==> src/rtl/claim_pkg.sv <==
// Shared command codes and decode categories for the claim decoder.
// Assumes 4-bit commands on the bus command lines.
package claim_pkg;
    localparam logic [3:0] CMD_INTA  = 4'b0000;
    localparam logic [3:0] CMD_DAC   = 4'b1101;
    localparam logic [3:0] CMD_MRD   = 4'b0110;
    localparam logic [3:0] CMD_MWR   = 4'b0111;

    localparam logic [2:0] SP_NONE = 3'd0;
    localparam logic [2:0] SP_MEM  = 3'd1;
    localparam logic [2:0] SP_IO   = 3'd2;
    localparam logic [2:0] SP_CFG  = 3'd3;
    localparam logic [2:0] SP_INTA = 3'd4;

    typedef enum logic [2:0] {
        K_NONE,
        K_INTA,
        K_IO,
        K_MEM,
        K_CFG,
        K_DAC
    } kind_e;
endpackage

==> src/rtl/claim_cmd_decode.sv <==
// Classifies a 4-bit bus command into a category, a normalized code and a
// direction. Purely combinational; assumes the code is valid whenever used.
module claim_cmd_decode
    import claim_pkg::*;
(
    input  logic [3:0] cmd,
    output kind_e      kind,
    output logic [3:0] norm,
    output logic       wr
);
    // Map each code to its category and folded command.
    always_comb begin
        kind = K_NONE;
        norm = cmd;
        wr   = cmd[0];
        case (cmd)
            4'b0000:                   kind = K_INTA;
            4'b0010, 4'b0011:          kind = K_IO;
            4'b0110, 4'b0111:          kind = K_MEM;
            4'b1010, 4'b1011:          kind = K_CFG;
            4'b1100, 4'b1110: begin
                kind = K_MEM;
                norm = CMD_MRD;
            end
            4'b1111: begin
                kind = K_MEM;
                norm = CMD_MWR;
            end
            4'b1101: begin
                kind = K_DAC;
                wr   = 1'b0;
            end
            default:                   kind = K_NONE;
        endcase
    end
endmodule

==> src/rtl/claim_addr_match.sv <==
// Masked equality compare of an address against a window base.
// A mask bit of 1 means that address bit must equal the base bit.
module claim_addr_match #(
    parameter int W = 32
) (
    input  logic [W-1:0] addr,
    input  logic [W-1:0] base,
    input  logic [W-1:0] mask,
    output logic         hit
);
    logic [W-1:0] bit_ok;

    // One compare cell per address bit.
    for (genvar i = 0; i < W; i++) begin : g_bit
        assign bit_ok[i] = ~mask[i] | (addr[i] ~^ base[i]);
    end

    assign hit = &bit_ok;
endmodule

==> src/rtl/claim_cfg_match.sv <==
// Decides whether a configuration access selects an implemented function
// and register. Assumes type-0 encoding in the low 11 address bits:
// [10:8] function, [7:2] register index, [1:0] must be zero.
module claim_cfg_match #(
    parameter logic [7:0] FUNC_MASK = 8'h01,
    parameter int         REGS      = 16
) (
    input  logic        id_sel,
    input  logic [10:0] low_addr,
    output logic        hit
);
    localparam logic [6:0] REG_LIM = 7'(REGS);

    logic func_ok;
    logic reg_ok;

    // Function implemented and register below the limit.
    always_comb begin
        func_ok = FUNC_MASK[low_addr[10:8]];
        reg_ok  = {1'b0, low_addr[7:2]} < REG_LIM;
        hit     = id_sel && (low_addr[1:0] == 2'b00) && func_ok && reg_ok;
    end
endmodule

==> src/rtl/bus_claim_decoder.sv <==
// Target-side claim decoder. Watches address beats, follows the two-beat
// 64-bit form when enabled, and registers the claim and decoded fields one
// cycle after the final beat. Assumes the bus holds ad/cbe valid on each
// address beat and that the second 64-bit beat follows immediately.
module bus_claim_decoder
    import claim_pkg::*;
#(
    parameter logic [7:0] CFG_FUNC_MASK = 8'h05,
    parameter int         CFG_REGS      = 16,
    parameter bit         INTACK_EN     = 1'b1
) (
    input  logic        clk,
    input  logic        rst_n,
    input  logic        addr_phase,
    input  logic [31:0] ad,
    input  logic [3:0]  cbe,
    input  logic        id_sel,
    input  logic        dac_en,
    input  logic [31:0] mem_base_lo,
    input  logic [31:0] mem_base_hi,
    input  logic [31:0] mem_mask,
    input  logic [31:0] io_base,
    input  logic [31:0] io_mask,
    output logic        claim_o,
    output logic [2:0]  space_o,
    output logic        is_write_o,
    output logic [3:0]  cmd_o,
    output logic [63:0] addr_o
);
    localparam int AW  = 32;
    localparam int WAW = 2 * AW;
    localparam logic [WAW-1:0] DROP_LOW2 = {{(WAW-2){1'b1}}, 2'b00};

    logic          hi_pend;
    logic [AW-1:0] lo_q;
    logic          first_dac;
    logic          final_beat;
    logic [WAW-1:0] beat_addr;
    kind_e         kind;
    logic [3:0]    norm;
    logic          wr;
    logic          mem_active;
    logic          io_active;
    logic          mem_hit;
    logic          io_hit;
    logic          cfg_hit;
    logic          hit;
    logic [2:0]    space_d;

    claim_cmd_decode u_cmd (
        .cmd  (cbe),
        .kind (kind),
        .norm (norm),
        .wr   (wr)
    );

    claim_addr_match #(.W(WAW)) u_mem (
        .addr (beat_addr),
        .base ({mem_base_hi, mem_base_lo}),
        .mask ({{AW{1'b1}}, mem_mask} & DROP_LOW2),
        .hit  (mem_hit)
    );

    claim_addr_match #(.W(AW)) u_io (
        .addr (ad),
        .base (io_base),
        .mask (io_mask),
        .hit  (io_hit)
    );

    claim_cfg_match #(.FUNC_MASK(CFG_FUNC_MASK), .REGS(CFG_REGS)) u_cfg (
        .id_sel   (id_sel),
        .low_addr (ad[10:0]),
        .hit      (cfg_hit)
    );

    // Beat tracking: which cycle ends an address phase and what address it forms.
    always_comb begin
        first_dac  = addr_phase && !hi_pend && (cbe == CMD_DAC) && dac_en;
        final_beat = hi_pend || (addr_phase && !first_dac);
        beat_addr  = hi_pend ? {ad, lo_q} : {{AW{1'b0}}, ad};
        mem_active = |({mem_base_hi, mem_base_lo} & DROP_LOW2);
        io_active  = |io_base;
    end

    // Claim decision and reported space for the current final beat.
    always_comb begin
        hit     = 1'b0;
        space_d = SP_NONE;
        case (kind)
            K_MEM: begin
                hit     = mem_active && mem_hit;
                space_d = SP_MEM;
            end
            K_IO: begin
                hit     = !hi_pend && io_active && io_hit;
                space_d = SP_IO;
            end
            K_CFG: begin
                hit     = !hi_pend && cfg_hit;
                space_d = SP_CFG;
            end
            K_INTA: begin
                hit     = !hi_pend && INTACK_EN && (mem_active || io_active);
                space_d = SP_INTA;
            end
            default: hit = 1'b0;
        endcase
    end

    // Second-beat pending flag and low address word of the 64-bit form.
    always_ff @(posedge clk) begin
        if (!rst_n) begin
            hi_pend <= 1'b0;
            lo_q    <= '0;
        end else begin
            hi_pend <= first_dac;
            if (first_dac) lo_q <= ad;
        end
    end

    // Registered claim pulse and decoded fields, updated per final beat.
    always_ff @(posedge clk) begin
        if (!rst_n) begin
            claim_o    <= 1'b0;
            space_o    <= SP_NONE;
            is_write_o <= 1'b0;
            cmd_o      <= '0;
            addr_o     <= '0;
        end else begin
            claim_o <= final_beat && hit;
            if (final_beat) begin
                space_o    <= hit ? space_d : SP_NONE;
                is_write_o <= wr;
                cmd_o      <= norm;
                addr_o     <= beat_addr;
            end
        end
    end

    AST_CLAIM_AFTER_BEAT: assert property (@(posedge clk) disable iff (!rst_n)
        claim_o |-> $past(final_beat));
    AST_HOLD_BETWEEN: assert property (@(posedge clk) disable iff (!rst_n)
        !$past(final_beat) |-> ($stable(space_o) && $stable(cmd_o) && $stable(addr_o) && $stable(is_write_o)));
    AST_NO_RSVD_CLAIM: assert property (@(posedge clk) disable iff (!rst_n)
        claim_o |-> !(cmd_o inside {4'b0001, 4'b0100, 4'b0101, 4'b1000, 4'b1001, 4'b1101}));
    AST_CFG_NEEDS_SEL: assert property (@(posedge clk) disable iff (!rst_n)
        (claim_o && space_o == SP_CFG) |-> $past(id_sel));
    AST_UNPROG_CFG_ONLY: assert property (@(posedge clk) disable iff (!rst_n)
        (claim_o && space_o != SP_CFG) |-> $past(mem_active || io_active));
    AST_WIDE_IS_MEM: assert property (@(posedge clk) disable iff (!rst_n)
        (claim_o && addr_o[63:32] != 32'h0) |-> (space_o == SP_MEM));
endmodule

==> config.mk <==
export PLATFORM = sky130hd
export DESIGN_NAME = bus_claim_decoder
export DESIGN_NICKNAME = d
export VERILOG_FILES = /design/src/rtl/claim_pkg.sv /design/src/rtl/claim_cmd_decode.sv /design/src/rtl/claim_addr_match.sv /design/src/rtl/claim_cfg_match.sv /design/src/rtl/bus_claim_decoder.sv
export SDC_FILE = /design/constraint.sdc
export NUM_CORES = 1
export LEC_CHECK = 0
export ABC_AREA = 0
export BUFFER_PORTS_ARGS = -buffer_cell sky130_fd_sc_hd__buf_2
export CAP_MARGIN = 20
export CORE_UTILIZATION = 48
export DETAILED_ROUTE_END_ITERATION = 16
export PLACE_DENSITY = 0.81
export REMOVE_ABC_BUFFERS = 1
export SETUP_SLACK_MARGIN = 0.4
export SYNTH_ARGS = -nofsm -noshare
export SYNTH_HDL_FRONTEND = slang
export SYNTH_SLANG_ARGS = --single-unit
==> constraint.sdc <==
create_clock -name clk -period 2.34 [get_ports clk]
set_input_delay 0.117 -clock clk [delete_from_list [all_inputs] [get_ports clk]]
set_output_delay 0.117 -clock clk [all_outputs]
set_load 0.05 [all_outputs]
# Word-level counts from Yosys, hierarchy flattened
# Memory sizes are Yosys's and may differ from the RTL's.
# Index checks and enable logic that the tools add are counted.
[totals] ff_bits=106 romBits=8 inputBits=201 out_inout_bits=73 mem_count=1
[memory_table] memory="(name not given)" depth=8 width=1 rd=1 rd_clocked_by_memory_dff=0 wr=0 line_no="claim_cfg_match.sv:19" text="func_ok = FUNC_MASK[low_addr[10:8]];"
[op_classes] order_cmp=2 eq_ne=14 muxes=8 n_bitwise=218 n_reduce_logical=27
[op_table] cell="$xnor 1x1->1" n=94
[op_table] cell="$mux 64" n=1
[op_table] cell="$not 1->1" n=62
[op_table] cell="$or 1x1->1" n=62
[op_table] cell="$reduce_and 62->1" n=1
[op_table] cell="$reduce_or 62->1" n=1
[op_table] cell="$reduce_and 32->1" n=1
[op_table] cell="$reduce_or 32->1" n=1
[op_table] cell="$eq 4x4->1 const B" n=6
[op_table] cell="$pmux 3 s5" n=1
[op_table] cell="$logic_and 1x1->1" n=13
[op_table] cell="$pmux 3 s4" n=1
[op_table] cell="$eq 4x2->1 const B" n=2
[op_table] cell="$eq 4x3->1 const B" n=2
[op_table] cell="$pmux 4 s2" n=1
[op_table] cell="$eq 3x2->1 const B" n=2
[op_table] cell="$lt 6x5->1 const B" n=1
[op_table] cell="$reduce_or 2->1" n=3
[op_table] cell="$reduce_or 5->1" n=1
[op_table] cell="$logic_not 4->1" n=1
[op_table] cell="$lt 3x4->1 const B" n=1
[op_table] cell="$pmux 1 s4" n=1
[op_table] cell="$eq 3x1->1 const B" n=1
[op_table] cell="$eq 3x3->1 const B" n=1
[op_table] cell="5 further kinds" n=8

# Logic depth before layout (Yosys ltp)
[depth] depth_word=8 mapped_depth=9

# Modules after synthesis
# Synthesis repeated with hierarchy kept, for this count alone.
[hier_totals] cells_unflattened=718 hier_area_um2=6183.4
[by_module_without_submodules] module="bus_claim_decoder" instances=1 cells_per_inst=542 area_per_inst_um2=4752.1 seq_area_each_um2=2122.0
[by_module_without_submodules] module="claim_addr_match at u_mem" instances=1 cells_per_inst=105 area_per_inst_um2=885.8 seq_area_each_um2=0.0
[by_module_without_submodules] module="claim_addr_match at u_io" instances=1 cells_per_inst=53 area_per_inst_um2=437.9 seq_area_each_um2=0.0
[by_module_without_submodules] module="claim_cmd_decode" instances=1 cells_per_inst=16 area_per_inst_um2=85.1 seq_area_each_um2=0.0
[by_module_without_submodules] module="claim_cfg_match" instances=1 cells_per_inst=2 area_per_inst_um2=22.5 seq_area_each_um2=0.0

# Worst setup path before layout
# No wires, ideal clock.
[synth_timing] path_type="register to register" startpoint="register hi_pend" endpoint="register space_o[2]" setup_time_ns=0.079 arrival_time_ns=1.871 setup_slack_ns=0.390 stages_incl_launch_ff=9 path_cell_list="dfxtp_1 buf_2 nand2_1 a22o_1 a2111oi_2 nand4_1 nor4_4 nand3_2 a211oi_2"
[synth_via] elab_chain_len=7 elab_cells_between_ends=108 classes_between="mux (3); bitwise (92); reduce/logical (13)"
[synth_rtl] item="start: declaration" line_no="bus_claim_decoder.sv:34" text="logic hi_pend;"
[synth_rtl] item="start signal: assignment" line_no="bus_claim_decoder.sv:117" text="hi_pend <= first_dac;"
[synth_rtl] item="$mux 64 / $logic_not 1->1 (equally long branches)"
[synth_rtl] item="$xnor 1x1->1 / $logic_and 1x1->1 (equally long branches)" line_no="claim_addr_match.sv:15, bus_claim_decoder.sv:79"
[synth_rtl] item="$or 1x1->1 / $logic_and 1x1->1 (equally long branches)" line_no="claim_addr_match.sv:15, bus_claim_decoder.sv:79"
[synth_rtl] item="$reduce_and 62->1 / $logic_and 1x1->1 (equally long branches)" line_no="claim_addr_match.sv:18, bus_claim_decoder.sv:79"
[synth_rtl] item="$logic_and 1x1->1 / $logic_not 1->1 (equally long branches)" line_no="bus_claim_decoder.sv:92, bus_claim_decoder.sv:80"
[synth_rtl] item="$pmux 1 s4 / $logic_and 1x1->1 (equally long branches)" line_no="bus_claim_decoder.sv:90, bus_claim_decoder.sv:80"
[synth_rtl] item="$mux 3 / $logic_or 1x1->1 (equally long branches)" line_no="bus_claim_decoder.sv:133, bus_claim_decoder.sv:80"
[synth_rtl] item="end signal: assignment" line_no="bus_claim_decoder.sv:133" text="space_o <= hit ? space_d : SP_NONE;"
[synth_rtl] item="end: declaration" line_no="bus_claim_decoder.sv:25" text="output logic [2:0] space_o,"
# Parallel ways exist; a longest one is shown, timed or not.
# A chain may end at the register's enable or synchronous reset.

# Worst setup path in the final report
# Same ends and word-level chain as after synthesis.

==> results.toml <==
[run_status]
outcome = "completed"

[synth]
sequential_to_total_area_share_from_yosys_stat_pct = 33.9
synth_top_flop_cell = "dfxtp_1"
mean_cell_area_of_the_mapped_netlist_sq_um = 8.14
async_flop_share_pct = 0
synth_seq_cells = 106
yosysUniqueCellTypes = 51
synth_warnings = 0
synth_enable_flop_cells = 0
synthesis.instances = 770
synth_area_sq_mm = 0.00627

[finish]
flow.area_growth_from_synthesis_pct = 34.3
drive_gt1_share_pct = 33.7
final_nets = 1227
fill_cells = 1138
final_core_utilization_pct = 66.5
final_common_cell = "buf_2"
most-common-layout-cells = "buf_2, dfxtp_1, nor2_1"

[die]
die_area_sq_mm = 0.0135
num_rows = 41
initial_utilization_pct = 49.5
die_y_um = 116
design.core.area_sq_mm = 0.0127
die_width_um = 116
io-pin-count = 274

[routing]
wl_per_cell_um = 20.8
routed_wl_um = 25100
drc_violation_total_after_the_first_tritonroute_iteration = 675
detail_route.vias_per_cell = 5.88
remaining_antenna_violation_count = 0
vias = 7082
drtPass1Iterations = 7
drc = 0

[sta]
fmax_mhz = 455
finalCriticalPeriod_ns = 2.20
layout_worst_path_cycle_share_pct = 94.0
finalClockSkew_ns = 0.00485
finalHoldWorstSlack_ns = 0.0601
tightestPinTransition_ns = 0.679
report.final.hold_viol_count = 0
rsz0062_at_grt = "true"
slew-limit-headroom_pct = 54.4
finalSetupViolCount = 0
drv_slew = 0
fin_tns_setup_ns = 0

[grt]
grt_max_degree = 43
grt_use_total_pct = 36.3
grt_pass1_vias = 6355
grt_pass1_wl_um = 35600
globalRouteOverflowTotal = 0
antenna_found_initial = 1

[clock_tree]
max-clock-path-buffers = 2
cts-buffers-inserted = 9
tritoncts = "built"
cts.htree.levels = 3
clock_insertion_delay_worst_skew_ns = 0.35
cts_num_sinks = 106
cts_root_buffer = "clkbuf_16"
clk_pin_slew_ns = 0.07

[setup_path]
reg2reg_depth = 9
cp_data_arrival_time_ns = 2.47
setup.worst_path.start_class = "flip-flop"
critical_path_required_ns = 2.61
path_class = "flip-flop to flip-flop"
crit_path_end_kind = "flip-flop"
cp_max_fo = 16

[hold_path]
min_path_cells = 3
hold_path.class = "input port to flip-flop"

[placement]
globalplace.congestion = 0.905
dp_hpwl_um = 19100
port-buffer-count = 269

[power]
total_leakage_power_nw = 3.85
power_per_cell_area_mw_per_mm2 = 517
vdd_ir_drop_max_uv = 306

[job]
drv_cap = 0
cell usage after synthesis (4+ instances only):
library cell / n / share of area [%]
nor2_1: 100 / 6.0
nand3_1: 29 / 2.3
o211ai_1: 7 / 0.84
nor4bb_1: 4 / 0.64
and2_1: 4 / 0.40
a22oi_1: 28 / 3.4
nand2_1: 68 / 4.1
dfxtp_1: 106 / 34
nor3_1: 5 / 0.40
o211a_1: 7 / 1.1
a21oi_1: 71 / 5.7
buf_2: 24 / 1.9
inv_1: 13 / 0.78
o21ai_0: 18 / 1.4
buf_1: 4 / 0.24
nand4_1: 15 / 1.5
and4bb_1: 5 / 1.0
nor4_1: 25 / 2.5
a31oi_1: 10 / 1.0
nand2b_1: 4 / 0.40
a2bb2oi_1: 9 / 1.3
mux2i_1: 73 / 12
o22ai_1: 5 / 0.50
xnor2_1: 39 / 5.4
clkbuf_1: 30 / 1.8
xor2_1: 33 / 4.6
sequential cells by signal, summed over array words and instances (netlist names):
register,count
addr_o,64
hi_pend,1
cmd_o,4
lo_q,32
claim_o,1
is_write_o,1
space_o,3
through the flow:
stage / setup slack, ns / power [mW] / instances / instance area (sq um)
3_3_place_gp: 0.171 / 2.89 / 1173 / 7780
3_5_place_dp: 0.0884 / 2.90 / 1173 / 7780
4_1_cts: 0.200 / 4.33 / 1199 / 8250
2_1_floorplan: -4.08 / 2.44 / 708 / 5980
5_1_grt: 0.0413 / 4.51 / 1203 / 8420
6_report: 0.141 / 4.35 / 1204 / 8420
repair_timing:
action                                  in CTS  in global routing
pin swaps                                    9                 13
endpoints found under the setup margin       3                  5
gates cloned                                 2                  2
hold buffers                                 0                  0
buffers inserted                             9                  1
resized for setup                           12                 25
layer usage:
metal	part of all wire, %	track usage, %
met5	0	0
met1	40	46.1
met4	3.0	13.9
met3	9.6	7.11
met2	48	60.8
final cells by class:
cell class	count	area [sq um]	share of cell area, %
diodes	2	5.00	0.0594
clock buffers	11	243	2.88
clock inverters	4	28.8	0.342
inverters	14	57.6	0.684
multi-input cells	588	3940	46.7
flip-flops and latches	106	2130	25.2
well taps	172	215	2.56
repair buffers	307	1810	21.5
critical path, cell delays in order (launching register included):
cell and delay, ns:
dfxtp_4 0.37, buf_12 0.14, inv_6 0.14, buf_6 0.16, a21boi_1 0.08, xnor2_1 0.14
a22o_1 0.30, a2111oi_4 0.41, nand3_2 0.16, a211oi_2 0.22
power by group:
| group | switching [mW] | total [mW] | internal (mW) |
|---|---|---|---|
| logic | 0.646 | 1.03 | 0.387 |
| registers | 0.0260 | 1.87 | 1.85 |
| clock network | 0.700 | 1.45 | 0.747 |
| total | 1.37 | 4.35 | 2.98 |
path summary, 6_finish.rpt:
path	start	to	slack [ns]
hold reg to reg	cmd_o[2]	cmd_o[2]	0.45
setup reg to reg	hi_pend	space_o[2]	0.14
setup / recovery	hi_pend	space_o[2]	0.14
hold / removal	cbe[0]	cmd_o[0]	0.06
kinds of logic after synthesis:
logic type	Yosys count	share of synthesized area (%)
buf+inv	76	5.45
mux	73	11.7
simple gates	269	20.7
compound gates	174	18.2
xor+xnor	72	10.1
flops	106	33.9
(Power assumes the default switching activity.)
